<file path="config.mk">
export PLATFORM = sky130hd
export DESIGN_NAME = spi_ar_master
export DESIGN_NICKNAME = d
export VERILOG_FILES = /design/src/rtl/spi_ar_pkg.sv /design/src/rtl/spi_ar_regs.sv /design/src/rtl/spi_ar_engine.sv /design/src/rtl/spi_ar_master.sv
export SDC_FILE = /design/constraint.sdc
export NUM_CORES = 1
export LEC_CHECK = 0
export BUFFER_PORTS_ARGS = -buffer_cell sky130_fd_sc_hd__buf_4
export CAP_MARGIN = 10
export CORE_ASPECT_RATIO = 0.8
export CORE_MARGIN = 5
export CORE_UTILIZATION = 29
export DETAILED_ROUTE_END_ITERATION = 8
export GPL_TIMING_DRIVEN = 0
export SYNTH_ARGS = -nofsm -noshare
export SYNTH_HDL_FRONTEND = slang
export SYNTH_SLANG_ARGS = --single-unit
</file>
<file path="constraint.sdc">
create_clock -name clk -period 3.1 [get_ports clk]
set_clock_uncertainty 0.15 [all_clocks]
set_input_delay 0.62 -clock clk [delete_from_list [all_inputs] [get_ports clk]]
set_output_delay 0.62 -clock clk [all_outputs]
set_load 0.02 [all_outputs]
</file>
<file path="src/rtl/spi_ar_pkg.sv">
package spi_ar_pkg;
  localparam int ADDR_W = 3;

  localparam logic [ADDR_W-1:0] A_ACT  = 3'd0;
  localparam logic [ADDR_W-1:0] A_CTRL = 3'd1;
  localparam logic [ADDR_W-1:0] A_CLK  = 3'd2;
  localparam logic [ADDR_W-1:0] A_DIV  = 3'd3;
  localparam logic [ADDR_W-1:0] A_STAT = 3'd4;
  localparam logic [ADDR_W-1:0] A_TXD  = 3'd5;
  localparam logic [ADDR_W-1:0] A_RXD  = 3'd6;

  localparam int C_LSB  = 0;
  localparam int C_DIN  = 2;
  localparam int C_AUTO = 5;
  localparam int K_POL  = 0;
  localparam int K_TXPH = 1;
  localparam int K_RXPH = 2;
  localparam int S_TXE  = 0;
  localparam int S_RXF  = 1;
  localparam int S_OVR  = 2;

  typedef struct packed {
    logic lsb_first;
    logic cpol;
    logic tx_ph;
    logic rx_ph;
  } spi_mode_t;
endpackage

</file>
<file path="src/rtl/spi_ar_regs.sv">
module spi_ar_regs
  import spi_ar_pkg::*;
#(
  parameter int DATA_W = 8
) (
  input  logic              clk,
  input  logic              rst,
  input  logic              bus_wr,
  input  logic              bus_rd,
  input  logic [ADDR_W-1:0] bus_addr,
  input  logic [DATA_W-1:0] bus_wdata,
  output logic [DATA_W-1:0] bus_rdata,
  input  logic              busy,
  input  logic              done,
  input  logic [DATA_W-1:0] rx_byte,
  output logic              start,
  output logic [DATA_W-1:0] start_byte,
  output spi_mode_t         mode,
  output logic [DATA_W-1:0] div,
  output logic              act,
  output logic              txe,
  output logic              rxf,
  output logic              ovr,
  output logic              rx_req
);
  logic              lsb_q, auto_q;
  logic [1:0]        din_q;
  logic [2:0]        clk_q;
  logic [DATA_W-1:0] tx_hold, rx_hold;
  logic              tx_wr, rx_rd, trig;

  // Trigger decode: a transmit write, or a receive read in auto-read mode.
  always_comb begin
    tx_wr      = bus_wr && (bus_addr == A_TXD);
    rx_rd      = bus_rd && (bus_addr == A_RXD);
    trig       = act && (tx_wr || (rx_rd && auto_q));
    start      = trig && !busy;
    start_byte = tx_wr ? bus_wdata : tx_hold;
  end

  assign mode   = '{lsb_first: lsb_q, cpol: clk_q[K_POL], tx_ph: clk_q[K_TXPH], rx_ph: clk_q[K_RXPH]};
  assign rx_req = auto_q && rxf;

  always_ff @(posedge clk) begin
    if (rst) begin
      act       <= 1'b0;
      lsb_q     <= 1'b0;
      din_q     <= 2'b00;
      auto_q    <= 1'b0;
      clk_q     <= 3'b000;
      div       <= DATA_W'(1);
      tx_hold   <= '0;
      rx_hold   <= '0;
      txe       <= 1'b1;
      rxf       <= 1'b0;
      ovr       <= 1'b0;
      bus_rdata <= '0;
    end else begin
      if (bus_wr) begin
        case (bus_addr)
          A_ACT:  act <= bus_wdata[0];
          A_CTRL: begin
            lsb_q  <= bus_wdata[C_LSB];
            din_q  <= bus_wdata[C_DIN+1:C_DIN];
            auto_q <= bus_wdata[C_AUTO];
          end
          A_CLK:  clk_q <= bus_wdata[2:0];
          A_DIV:  div <= bus_wdata;
          A_STAT: if (bus_wdata[S_OVR]) ovr <= 1'b0;
          A_TXD:  if (!busy) tx_hold <= bus_wdata;
          default: ;
        endcase
      end
      if (done) begin
        rx_hold <= rx_byte;
        rxf     <= 1'b1;
        txe     <= 1'b1;
      end else if (rx_rd) begin
        rxf <= 1'b0;
      end
      if (trig && busy) ovr <= 1'b1;
      if (start) txe <= 1'b0;
      if (bus_rd) begin
        case (bus_addr)
          A_ACT:   bus_rdata <= DATA_W'(act);
          A_CTRL:  bus_rdata <= DATA_W'({auto_q, 1'b0, din_q, 1'b0, lsb_q});
          A_CLK:   bus_rdata <= DATA_W'(clk_q);
          A_DIV:   bus_rdata <= div;
          A_STAT:  bus_rdata <= DATA_W'({ovr, rxf, txe});
          A_TXD:   bus_rdata <= tx_hold;
          A_RXD:   bus_rdata <= rx_hold;
          default: bus_rdata <= '0;
        endcase
      end
    end
  end
endmodule

</file>
<file path="src/rtl/spi_ar_engine.sv">
module spi_ar_engine #(
  parameter int DATA_W = 8
) (
  input  logic              clk,
  input  logic              rst,
  input  logic              en,
  input  logic              start,
  input  logic [DATA_W-1:0] start_byte,
  input  logic [DATA_W-1:0] div,
  input  logic              lsb_first,
  input  logic              cpol,
  input  logic              tx_ph,
  input  logic              rx_ph,
  input  logic              miso,
  output logic              sclk,
  output logic              mosi,
  output logic              busy,
  output logic              done,
  output logic [DATA_W-1:0] rx_byte
);
  localparam int EDGES = 2 * DATA_W;
  localparam int EW    = $clog2(EDGES);
  localparam logic [EW-1:0] LAST = EW'(EDGES - 1);

  function automatic logic [DATA_W-1:0] flip(input logic [DATA_W-1:0] b);
    logic [DATA_W-1:0] r;
    for (int i = 0; i < DATA_W; i++) r[i] = b[DATA_W-1-i];
    return r;
  endfunction

  logic [DATA_W-1:0] div_cnt, div_top, sh_tx, sh_rx, ld, rx_nxt;
  logic [EW-1:0]     edge_cnt;
  logic              tick, lead, smp, drv;

  always_comb begin
    div_top = (div == '0) ? '0 : div - 1'b1;
    tick    = busy && (div_cnt == div_top);
    lead    = ~edge_cnt[0];
    smp     = lead ? ~rx_ph : rx_ph;
    drv     = lead ? tx_ph : (~tx_ph && (edge_cnt != LAST));
    rx_nxt  = smp ? {sh_rx[DATA_W-2:0], miso} : sh_rx;
    ld      = lsb_first ? flip(start_byte) : start_byte;
  end

  always_ff @(posedge clk) begin
    if (rst) begin
      busy     <= 1'b0;
      done     <= 1'b0;
      sclk     <= 1'b0;
      mosi     <= 1'b0;
      div_cnt  <= '0;
      edge_cnt <= '0;
      sh_tx    <= '0;
      sh_rx    <= '0;
      rx_byte  <= '0;
    end else begin
      done <= 1'b0;
      if (!en) begin
        busy <= 1'b0;
        sclk <= cpol;
      end else if (!busy) begin
        sclk <= cpol;
        if (start) begin
          busy     <= 1'b1;
          div_cnt  <= '0;
          edge_cnt <= '0;
          if (!tx_ph) begin
            mosi  <= ld[DATA_W-1];
            sh_tx <= {ld[DATA_W-2:0], 1'b0};
          end else begin
            sh_tx <= ld;
          end
        end
      end else if (tick) begin
        div_cnt  <= '0;
        sclk     <= ~sclk;
        sh_rx    <= rx_nxt;
        edge_cnt <= edge_cnt + 1'b1;
        if (drv) begin
          mosi  <= sh_tx[DATA_W-1];
          sh_tx <= {sh_tx[DATA_W-2:0], 1'b0};
        end
        if (edge_cnt == LAST) begin
          busy    <= 1'b0;
          done    <= 1'b1;
          sclk    <= cpol;
          rx_byte <= lsb_first ? flip(rx_nxt) : rx_nxt;
        end
      end else begin
        div_cnt <= div_cnt + 1'b1;
      end
    end
  end
endmodule

</file>
<file path="src/rtl/spi_ar_master.sv">
module spi_ar_master
  import spi_ar_pkg::*;
#(
  parameter int DATA_W = 8
) (
  input  logic              clk,
  input  logic              rst,
  input  logic              bus_wr,
  input  logic              bus_rd,
  input  logic [ADDR_W-1:0] bus_addr,
  input  logic [DATA_W-1:0] bus_wdata,
  output logic [DATA_W-1:0] bus_rdata,
  output logic              spi_sclk,
  output logic              spi_mosi,
  input  logic              spi_miso,
  output logic              rx_req
);
  logic              start_w, busy_w, done_w, act_w, txe_w, rxf_w, ovr_w;
  logic [DATA_W-1:0] start_byte_w, rx_byte_w, div_w;
  spi_mode_t         mode_w;

  spi_ar_regs #(.DATA_W(DATA_W)) u_regs (
    .clk        (clk),
    .rst        (rst),
    .bus_wr     (bus_wr),
    .bus_rd     (bus_rd),
    .bus_addr   (bus_addr),
    .bus_wdata  (bus_wdata),
    .bus_rdata  (bus_rdata),
    .busy       (busy_w),
    .done       (done_w),
    .rx_byte    (rx_byte_w),
    .start      (start_w),
    .start_byte (start_byte_w),
    .mode       (mode_w),
    .div        (div_w),
    .act        (act_w),
    .txe        (txe_w),
    .rxf        (rxf_w),
    .ovr        (ovr_w),
    .rx_req     (rx_req)
  );

  spi_ar_engine #(.DATA_W(DATA_W)) u_engine (
    .clk        (clk),
    .rst        (rst),
    .en         (act_w),
    .start      (start_w),
    .start_byte (start_byte_w),
    .div        (div_w),
    .lsb_first  (mode_w.lsb_first),
    .cpol       (mode_w.cpol),
    .tx_ph      (mode_w.tx_ph),
    .rx_ph      (mode_w.rx_ph),
    .miso       (spi_miso),
    .sclk       (spi_sclk),
    .mosi       (spi_mosi),
    .busy       (busy_w),
    .done       (done_w),
    .rx_byte    (rx_byte_w)
  );
endmodule

</file>
==> results.cfg <==
[synthesis]
synthArstFlopShare_pct = 0
ys_warn_count = 0
yosys.area.top_type = dfxtp_1
yosysSeqAreaShare_pct = 38.11
syn_avg_cell_area_um2 = 8.402
synth_ff_type = dfxtp_1
synth_fp_nets = 539
syn_inst = 519
synth-seq-cells = 83
synth_top_area_share_pct = 38.11
syn-cell-area_um2 = 4360
ys_types = 49
synth-edff-count = 0
yosys-top-cells-area = dfxtp_1 38%, mux2i_1 15%, nor2_1 7.2%, nand2_1 5.5%, a21oi_1 3.7%

[placed_design]
routabilityCongestion = 0.8828
port_buffers = 25
dpl_cell_area_um2 = 4785
hpwl_mm = 9.253
place_inst = 733
pre_cts_ws_ns = -0.2517

[critical_path]
cp_max_fo = 10
r2r_end = u_engine.sclk
critPathRequiredTime_ns = 3.16
cp.arrival_ns = 2.97
slowest_delay_ns = 0.60
reg2reg_depth = 11
critPathLaunchType = primary input
r2r_slack_ns = 0.19
endpoint_kind = flop
critical_path.cell_chain = clkbuf_1 -> nand4b_1 -> clkbuf_1 -> clkbuf_1 -> a21boi_0 -> nor2_1 -> o21bai_2 -> buf_4 -> o32ai_1
slowest_stage = a21boi_0
reg2reg_from = u_regs.div[1]
crit_top_cell = clkbuf_1
worst-setup-path-type = in2reg

[drt]
via_per_inst = 5.124
vias = 3879
wl_met1_mm = 6.225
drt_iter0_markers = 276
drc_errors = 0
wl_per_cell_um = 16.22
wl_met2_mm = 5.227
ant_nets = 0
wl_met3_um = 707
routed_wl_mm = 12.28
first_pass_iters = 7
maxUsedRoutingLayer = met4

[final_layout]
fin_util_pct = 34.80
area_growth_pct = 18.62
fill_cells = 1513
layout.cells.non_filler = 757
final_area_um2 = 5172
drive_above_1_share_pct = 11.44
antennaDiodeCount = 0
final_nets = 583

[power]
power_density_nw_per_um2 = 461.4
p_sw_uw = 587.8
swShare_pct = 24.63
p_leak_uw = 0.002079
seqPwrFrac_pct = 45.6
ir_worst_vdd_mv = 0.2574
combPwrFrac_pct = 9.7
power.internal_uw = 1799
p_clk_share_pct = 44.7

[floorplanning]
coreArea_um2 = 14860
die_w_um = 147.1
ios = 27
dieHeight_um = 119.7
rows = 40
start_util_pct = 29.34
die-area_um2 = 17600

[sta]
fmax_ghz = 0.3427
tightest_slew_ns = 0.7433
slew_headroom_pct = 50.45
setup_slack_ns = 0.1816
setup_viol = 0
fin_crit_sh_pct = 94.14
hold_violations = 0
holdWs_ns = 0.3069
period_minus_slack_ns = 2.918
rsz0062_at_grt = no
slew_viol_final = 0

[clock_network]
clock_latency_ns = 0.34
htreeDepth = 3
cts_tree = done
clkSinkCount = 83
cts_root_buf = clkbuf_16
cts_buffers = 9
cts_buffer_depth = 2
clk_pin_slew_ns = 0.06

[grt]
gr-total-overflow = 0
grt_util_all_layers_pct = 14.07
grt_pass1_wl_mm = 19.96
grt_pass1_vias = 3716
grt_max_degree = 15
antenna_found_initial = 0

[worst_hold_path]
min_to = u_engine.sh_tx[0]
min_from = u_engine.sh_tx[0]
hp-class = reg2reg
hold_path_depth = 2

[flow_run]
drv_cap = 0

[run_status]
outcome = finished clean
kinds of logic after synthesis:
kind of cell	after synthesis	share of synthesized area, %
flip-flops	83	38.11
AND/OR/NAND/NOR	207	22.24
AO/OA/AOI/OAI	93	13.83
multiplexers	71	16.70
XOR/XNOR	22	4.419
buffers and inverters	39	3.558
adder cells (fa/ha/maj)	4	1.148
cells in the final DEF, fill, tap and decap left out, drive strengths merged, types with 12 or more instances in the layout:
cell type,instances
nor2,84
dfxtp,83
mux2i,66
nand2,64
buf,38
clkbuf,36
a21oi,34
o21ai,18
xor2,13
a31oi,12
layout make-up:
class                   count  area [um^2]  share of cell area, %
clock inverters             5        61.31                  1.185
clock buffers              11        232.7                  4.499
plain buffers              30        121.4                  2.346
repair buffers             33        260.3                  5.031
flip-flops and latches     83         1663                  32.15
inverters                   9        33.78                 0.6531
well taps                 189        236.5                  4.572
multi-input cells         397         2564                  49.56
cell usage after synthesis (all sizes together) (3+ instances only):
library cell / n
nor2b: 5
inv: 9
ha: 4
nor2: 84
xor2: 13
nor3: 10
buf: 5
nand4: 9
nand3: 8
and3: 5
nand2: 64
a21oi: 34
dfxtp: 83
a221oi: 3
xnor2: 9
mux2: 4
mux2i: 66
o21ai: 18
and2: 4
clkbuf: 25
a22oi: 4
a22o: 6
a211oi: 5
a31oi: 12
nor3b: 5
how the worst max path moves through the flow:
stage                       start              endpoint
floorplan           u_regs.div[0]  u_engine.edge_cnt[1]
global placement      bus_addr[0]  u_engine.edge_cnt[1]
detailed placement    bus_addr[0]  u_engine.edge_cnt[1]
CTS                 u_regs.div[0]         u_engine.sclk
global route        u_regs.div[1]         u_engine.sclk
finish                bus_addr[0]  u_engine.edge_cnt[1]
registers in the layout, indices dropped and copies added, names as in the netlist, 2 cells and up:
name	count
u_regs.din_q	2
u_regs.clk_q	3
u_regs.tx_hold	8
u_engine.div_cnt	8
u_regs.rx_hold	8
u_engine.sh_rx	8
u_engine.edge_cnt	4
u_engine.sh_tx	8
u_engine.rx_byte	8
u_regs.bus_rdata	8
u_regs.div	8
power by group through the flow:
stage	sequential [uW]	clock, uW	combinational, uW
finish	1090	1070	231
global route	1090	1120	252
CTS	1090	1080	217
detailed placement	1110	0	198
global placement	1110	0	195
floorplan	1110	0	125
per-layer routing:
metal  vias up  track usage [%]
met3        11            3.473
met1      1853            20.33
met5         -                0
li1       1907                -
met4         0            2.503
met2       108            21.49
critical path, delay by kind of cell:
kind / cells / cell delay, ns
simple gates: 2 / 0.38
buf+inv: 4 / 1.10
compound gates: 3 / 0.86
per-stage QoR:
stage	power (uW)	TNS, ns
after floorplan	1236	0
after global placement	1305	-1.022
after detailed placement	1308	-1.965
after CTS	2383	0
after global routing	2464	0
final	2387	0
repair_timing:
action,CTS,global route
pin swaps,2,3
endpoints found under the hold margin,0,0
gates resized for setup,1,3
hold buffers,0,0
buffers inserted,6,2
setup endpoints to repair,21,26
(Power assumes the default switching activity.)
